`src/rtl/mcd_pkg.sv`:
```
package mcd_pkg;

   typedef enum logic [1:0] {
      ALU_ADD   = 2'b00,
      ALU_SUB   = 2'b01,
      ALU_FUNCT = 2'b10,
      ALU_OR    = 2'b11
   } alu_req_e;

   // control vector bit positions
   localparam int CTL_W  = 9;
   localparam int B_DST  = 8;
   localparam int B_BIMM = 7;
   localparam int B_EXT  = 6;
   localparam int B_MW   = 5;
   localparam int B_LD   = 4;
   localparam int B_RW   = 3;
   localparam int B_BR   = 2;
   localparam int B_AOP  = 0;   // two bits: [1:0]

   // instruction classes
   localparam int N_CLS   = 5;
   localparam int CLS_R   = 0;
   localparam int CLS_ORI = 1;
   localparam int CLS_LW  = 2;
   localparam int CLS_SW  = 3;
   localparam int CLS_BEQ = 4;

   typedef logic [CTL_W-1:0] ctl_vec_t;

   // one row of control settings per class: dst,bimm,ext,mw,ld,rw,br,aop
   function automatic ctl_vec_t class_row(input int cls);
      ctl_vec_t r;
      case (cls)
         CLS_R:   r = {1'b1, 1'b0, 1'b1, 1'b0, 1'b0, 1'b1, 1'b0, ALU_FUNCT};
         CLS_ORI: r = {1'b0, 1'b1, 1'b0, 1'b0, 1'b0, 1'b1, 1'b0, ALU_OR};
         CLS_LW:  r = {1'b0, 1'b1, 1'b1, 1'b0, 1'b1, 1'b1, 1'b0, ALU_ADD};
         CLS_SW:  r = {1'b1, 1'b1, 1'b1, 1'b1, 1'b0, 1'b0, 1'b0, ALU_ADD};
         CLS_BEQ: r = {1'b1, 1'b0, 1'b1, 1'b0, 1'b0, 1'b0, 1'b1, ALU_SUB};
         default: r = '0;
      endcase
      return r;
   endfunction

   // OR-plane column: which classes drive control bit b
   function automatic logic [N_CLS-1:0] bit_mask(input int b);
      logic [N_CLS-1:0] m;
      ctl_vec_t         row;
      for (int c = 0; c < N_CLS; c++) begin
         row  = class_row(c);
         m[c] = row[b];
      end
      return m;
   endfunction

endpackage

```
`src/rtl/mcd_opc_match.sv`:
```
module mcd_opc_match #(
   parameter int                    OPC_W = 6,
   parameter int                    N     = 5,
   parameter logic [N*OPC_W-1:0]    CODES = '0
) (
   input  logic [OPC_W-1:0] op_code,
   output logic [N-1:0]     hit
);

   // AND plane: one match line per instruction class
   for (genvar gi = 0; gi < N; gi++) begin : g_line
      localparam logic [OPC_W-1:0] CODE = CODES[gi*OPC_W +: OPC_W];
      assign hit[gi] = (op_code == CODE);
   end

endmodule

```
`src/rtl/mcd_ctl_plane.sv`:
```
module mcd_ctl_plane #(
   parameter int N = 5,
   parameter int W = 9
) (
   input  logic [N-1:0] hit,
   output logic [W-1:0] ctl
);

   // OR plane: each control bit collects the classes that set it
   for (genvar gb = 0; gb < W; gb++) begin : g_col
      localparam logic [N-1:0] MASK = mcd_pkg::bit_mask(gb);
      assign ctl[gb] = |(hit & MASK);
   end

endmodule

```
`src/rtl/mcd_lookup.sv`:
```
module mcd_lookup #(
   parameter int                    OPC_W = 6,
   parameter int                    N     = 5,
   parameter int                    W     = 9,
   parameter logic [N*OPC_W-1:0]    CODES = '0
) (
   input  logic [OPC_W-1:0] op_code,
   output logic [W-1:0]     ctl
);

   // codes are distinct (checked at the top), so loop order carries no priority
   always_comb begin
      ctl = '0;
      for (int c = 0; c < N; c++) begin
         if (op_code == CODES[c*OPC_W +: OPC_W]) ctl = mcd_pkg::class_row(c);
      end
   end

endmodule

```
`src/rtl/main_ctrl_decoder.sv`:
```
module main_ctrl_decoder #(
   parameter int               OPC_W     = 6,
   parameter int               IMPL      = 0,          // 0 = match planes, 1 = lookup
   parameter logic [OPC_W-1:0] OPC_RTYPE = 6'b000000,
   parameter logic [OPC_W-1:0] OPC_ORI   = 6'b001101,
   parameter logic [OPC_W-1:0] OPC_LW    = 6'b100011,
   parameter logic [OPC_W-1:0] OPC_SW    = 6'b101011,
   parameter logic [OPC_W-1:0] OPC_BEQ   = 6'b000100
) (
   input  logic [OPC_W-1:0] op_code,
   output logic             rd_dest_sel,
   output logic             alu_imm_sel,
   output logic             ext_signed,
   output logic             dmem_wr,
   output logic             wb_from_mem,
   output logic             rf_wr,
   output logic             pc_take_br,
   output logic [1:0]       alu_class
);
   import mcd_pkg::*;

   localparam int NC = N_CLS;
   localparam int CW = CTL_W;
   localparam logic [NC*OPC_W-1:0] CODES = {OPC_BEQ, OPC_SW, OPC_LW, OPC_ORI, OPC_RTYPE};

   // elaboration-time parameter checks
   if (OPC_W < 3) begin : g_bad_w
      $error("main_ctrl_decoder: OPC_W too small for five distinct opcodes");
   end
   if (IMPL != 0 && IMPL != 1) begin : g_bad_impl
      $error("main_ctrl_decoder: IMPL must be 0 or 1");
   end
   for (genvar ga = 0; ga < NC; ga++) begin : g_dist_a
      for (genvar gb = ga + 1; gb < NC; gb++) begin : g_dist_b
         if (CODES[ga*OPC_W +: OPC_W] == CODES[gb*OPC_W +: OPC_W]) begin : g_dup
            $error("main_ctrl_decoder: two instruction classes share one opcode");
         end
      end
   end

   ctl_vec_t ctl;

   if (IMPL == 0) begin : g_pla
      logic [NC-1:0] hit;
      mcd_opc_match #(.OPC_W(OPC_W), .N(NC), .CODES(CODES)) u_match (
         .op_code (op_code),
         .hit     (hit)
      );
      mcd_ctl_plane #(.N(NC), .W(CW)) u_plane (
         .hit (hit),
         .ctl (ctl)
      );
   end else begin : g_lut
      mcd_lookup #(.OPC_W(OPC_W), .N(NC), .W(CW), .CODES(CODES)) u_lut (
         .op_code (op_code),
         .ctl     (ctl)
      );
   end

   assign rd_dest_sel = ctl[B_DST];
   assign alu_imm_sel = ctl[B_BIMM];
   assign ext_signed  = ctl[B_EXT];
   assign dmem_wr     = ctl[B_MW];
   assign wb_from_mem = ctl[B_LD];
   assign rf_wr       = ctl[B_RW];
   assign pc_take_br  = ctl[B_BR];
   assign alu_class   = ctl[B_AOP +: 2];

endmodule

```
`config.mk`:
```
export PLATFORM = sky130hd
export DESIGN_NAME = main_ctrl_decoder
export DESIGN_NICKNAME = d
export VERILOG_FILES = /design/src/rtl/mcd_pkg.sv /design/src/rtl/mcd_opc_match.sv /design/src/rtl/mcd_ctl_plane.sv /design/src/rtl/mcd_lookup.sv /design/src/rtl/main_ctrl_decoder.sv
export SDC_FILE = /design/constraint.sdc
export NUM_CORES = 1
export LEC_CHECK = 0
export BUFFER_PORTS_ARGS = -buffer_cell sky130_fd_sc_hd__buf_4
export CORE_AREA = 2 2 39 41
export DETAILED_ROUTE_END_ITERATION = 6
export DIE_AREA = 0 0 41 43
export PLACE_DENSITY_LB_ADDON = 0.2
export SETUP_SLACK_MARGIN = 0.4
export SYNTH_ARGS = -nofsm -noshare
export SYNTH_HDL_FRONTEND = slang
export SYNTH_SLANG_ARGS = --single-unit
```
`constraint.sdc`:
```
create_clock -name vclk -period 1.5
set_input_delay 0.075 -clock vclk [all_inputs]
set_output_delay 0.075 -clock vclk [all_outputs]
set_load 0.02 [all_outputs]
```
# == Yosys cells after proc, flatten, opt, wreduce, memory -nomap -nowiden ==
# Cells that the tools add are included.
# word_totals
elab_cells,11
output_inout_bits,9
register_bits,0
inputBits,6
# classes
n_eq_ne,4
n_reduce_logical,7
# ops
operator,count
== test 6 bit (second input constant),2
OR reduction 3 bit,3
== test 6 x 3 -> 1 bit (second input constant),1
== test 6 x 4 -> 1 bit (second input constant),1
logical NOT 6 bit,1
OR reduction 2 bit,2
OR reduction 4 bit,1

# == Longest topological paths before layout ==
# logic_depth
ltp_word,2
depth_mapped,4
depth_no_buf,3

# == By module ==
# From an unflattened synthesis, not the netlist that was laid out.
# hier_totals
hier_cells,18
area_unflattened_um2,133.9
# modules_own_cells
module,area_per_inst_um2,n_inst,cells_each
mcd_opc_match,71.3,1,9
mcd_ctl_plane,62.6,1,9

# == Least setup slack after synthesis ==
# No wires, ideal clock.
# synth_path
path_type,in2out
from,input port op_code[1]
to,output port rd_dest_sel
path_slack_ns,0.111
path_stages,4
arrival_ns,1.314
path_cell_list,buf_2 nand4b_1 nor3b_1 o21bai_1
# synth_between
elab_chain_len,2
word_cells_on_any_way,4
cone_classes,eq/ne: 2; reduce/logical: 2
# synth_rtl
element,line_no,rtl
"start, declared",main_ctrl_decoder.sv:10,"input logic [OPC_W-1:0] op_code,"
== test 6 bit,mcd_opc_match.sv:13,assign hit[gi] = (op_code == CODE);
net dmem_wr,main_ctrl_decoder.sv:14,"output logic dmem_wr,"
OR reduction 3 bit,mcd_ctl_plane.sv:12,assign ctl[gb] = |(hit & MASK);
"end, declared",main_ctrl_decoder.sv:11,"output logic rd_dest_sel,"
# The timed path passes the listed nets, and every way through them passes these cells.

# == Worst setup path in the final report ==
# layout_path
from,input port op_code[2]
to,output port alu_class[1]
# layout_between
elab_chain_len,2
word_cells_on_any_way,3
cone_classes,eq/ne: 1; reduce/logical: 2
# layout_rtl
element,line_no,rtl
== test 6 x 4 -> 1 bit / logical NOT 6 bit (equally long branches),mcd_opc_match.sv:13,
OR reduction 2 bit *,mcd_ctl_plane.sv:12,
"end, declared",main_ctrl_decoder.sv:18,output logic [1:0] alu_class
# Every way passes the cells marked *; elsewhere a longest branch is shown, timed or not.

==> results.toml <==
[outcome]
outcome = "finished clean"

[synthesis]
syn_area_um2 = 198
synth.area.top_cells = "a2111oi_4 14%, nor3b_1 7.6%, buf_6 5.7%"
synth_top_cell_by_area = "a2111oi_4"
synth_fp_nets = 34
ys_types = 22
synthCells = 28
synth_top_area_share_pct = 13.9
synth_warnings = 0
syn_avg_cell_area_um2 = 7.06
seq_area_frac_synth_pct = 0

[power_and_ir_drop]
swShare_pct = 44.8
p_sw_mw = 0.0397
clkPwrFrac_pct = 0
p_seq_share_pct = 0
p_per_area_nw_per_um2 = 219
power.leakage_nw = 0.165
finalPower_mw = 0.0887
p_int_mw = 0.0490
combinationalPowerShare_pct = 100.0
ir_drop_mv = 0.0632

[global_routing]
grt_max_degree = 10
grt_use_met1_pct = 10.4
grt_antenna_before_repair = 0
grt_use_met3_pct = 0
grt_pass1_wl_um = 917
grt_overflow_total = 0
grt_pass1_vias = 219
grtUsageMet2_pct = 11.6
grt_use_total_pct = 6.99
busiest_layer = "met2"

[place]
place_congestion = 0.727
placed_cell_area_um2 = 310
io_buffers = 15
dpl.hpwl_um = 457
placed_cells = 55

[finish]
fillCellCount = 157
n_antenna_cell = 0
fin_nets = 53
finalNonFillerCells = 61
seq_cells = 0
synthToLayoutAreaGrowth_pct = 105
seq_area_um2 = 0
postLayoutCellArea_um2 = 405
drive_gt1_share_pct = 60.0
clkbuf_count = 0

[detailed_routing]
first_pass_iters = 2
drt_iter0_markers = 3
route.detailed.drc = 0
routed_wl_um = 646
antenna_left = 0
wire_per_inst_um = 10.6
via_per_inst = 4.56
num_vias = 278

[critical_path]
crit_path_start_kind = "input pin"
crit_type = "input pin to output port"
required_ns = 1.42
critPathMaxFanout = 5
arrival_ns = 1.03
endpoint_kind = "output port"

[timing]
clock.fmax_mhz = 905
holdWs_ns = 0.451
slew_headroom_pct = 81.5
tns_ns = 0
rsz0062_at_grt = "true"
setup_viol = 0
fin_crit_ns = 1.11
slew_violations = 0
post-route-period-util_pct = 73.7
max_slew.worst_pin.slew_ns = 0.273
hold_viol_final = 0

[die]
die_y_um = 43
initial_utilization_pct = 14.3
die_x_um = 41
design.portCount = 15
dieArea_um2 = 1760
num_rows = 14
core_area_um2 = 1380

[flow_run]
cap_violations = 0

[clock_tree]
cts_hold_buffers = 0

[worst_hold_path]
holdCritPathClass = "input pin to output port"
-- final timing paths --
path,startpoint,endpoint,slack (ns),cells after the start
setup / recovery,op_code[2],alu_class[1],0.39,4
hold / removal,op_code[5],alu_class[1],0.45,3
-- routing by layer --
layer	vias to the layer above	part of all wire, %
met1	133	43
met2	3	54
met3	0	2.3
met4	0	0
met5	-	0
li1	142	-
-- power groups by stage --
| stage | combinational [mW] | sequential [mW] | clock, mW |
|---|---|---|---|
| 6_report | 0.0887 | 0 | 0 |
| 2_1_floorplan | 0.0407 | 0 | 0 |
| 4_1_cts | 0.0807 | 0 | 0 |
| 3_3_place_gp | 0.0646 | 0 | 0 |
| 5_1_grt | 0.0950 | 0 | 0 |
| 3_5_place_dp | 0.0644 | 0 | 0 |
-- worst max-delay path, cell delays in order --
cell	delay, ns
buf_8	0.10
or3_4	0.38
a2111oi_4	0.28
buf_4	0.19
-- kinds of logic (layout without fill, tap and decap cells) --
| logic type | Yosys count | after routing | share of synthesized area [%] |
|---|---|---|---|
| XOR/XNOR | 1 | 1 | 4.43 |
| AND/OR/NAND/NOR | 16 | 16 | 52.5 |
| AO/OA/AOI/OAI | 6 | 6 | 28.5 |
| buffers and inverters | 5 | 22 | 14.6 |
-- repair_timing --
action                     in CTS  in global routing
pin swaps                       4                  2
setup buffers                   4                  2
setup endpoints to repair       4                  4
gates resized for setup         8                  4
-- through the flow --
step	util (%)	setup WS [ns]
2_1_floorplan	-	0.283
3_3_place_gp	22.4	0.322
3_5_place_dp	22.4	0.326
4_1_cts	27.0	0.392
5_1_grt	29.3	0.352
6_report	29.3	0.394
-- cell type report --
cell class | count | area [um2] | share of cell area, %
inverter | 1 | 3.75 | 0.926
multi-input combinational | 23 | 188 | 46.3
tap | 16 | 20.0 | 4.94
timing repair buffer | 21 | 194 | 47.8
-- layout by cell type, fill, tap and decap left out --
master,n
buf_4,17
nor2_1,2
nand2_1,2
nor3_1,2
buf_12,2
nor4_1,1
nand4b_1,1
nor3b_2,1
inv_1,1
xor2_1,1
nor4b_1,1
or4_4,1
a21oi_2,1
nor4bb_2,1
a31oi_1,1
nor3b_1,1
o21bai_1,1
nand3_1,1
or3_4,1
a2111oi_4,1
and3_1,1
o21ai_1,1
a21oi_1,1
buf_8,1
buf_6,1
Note: power is estimated with default switching activity, not from simulation.
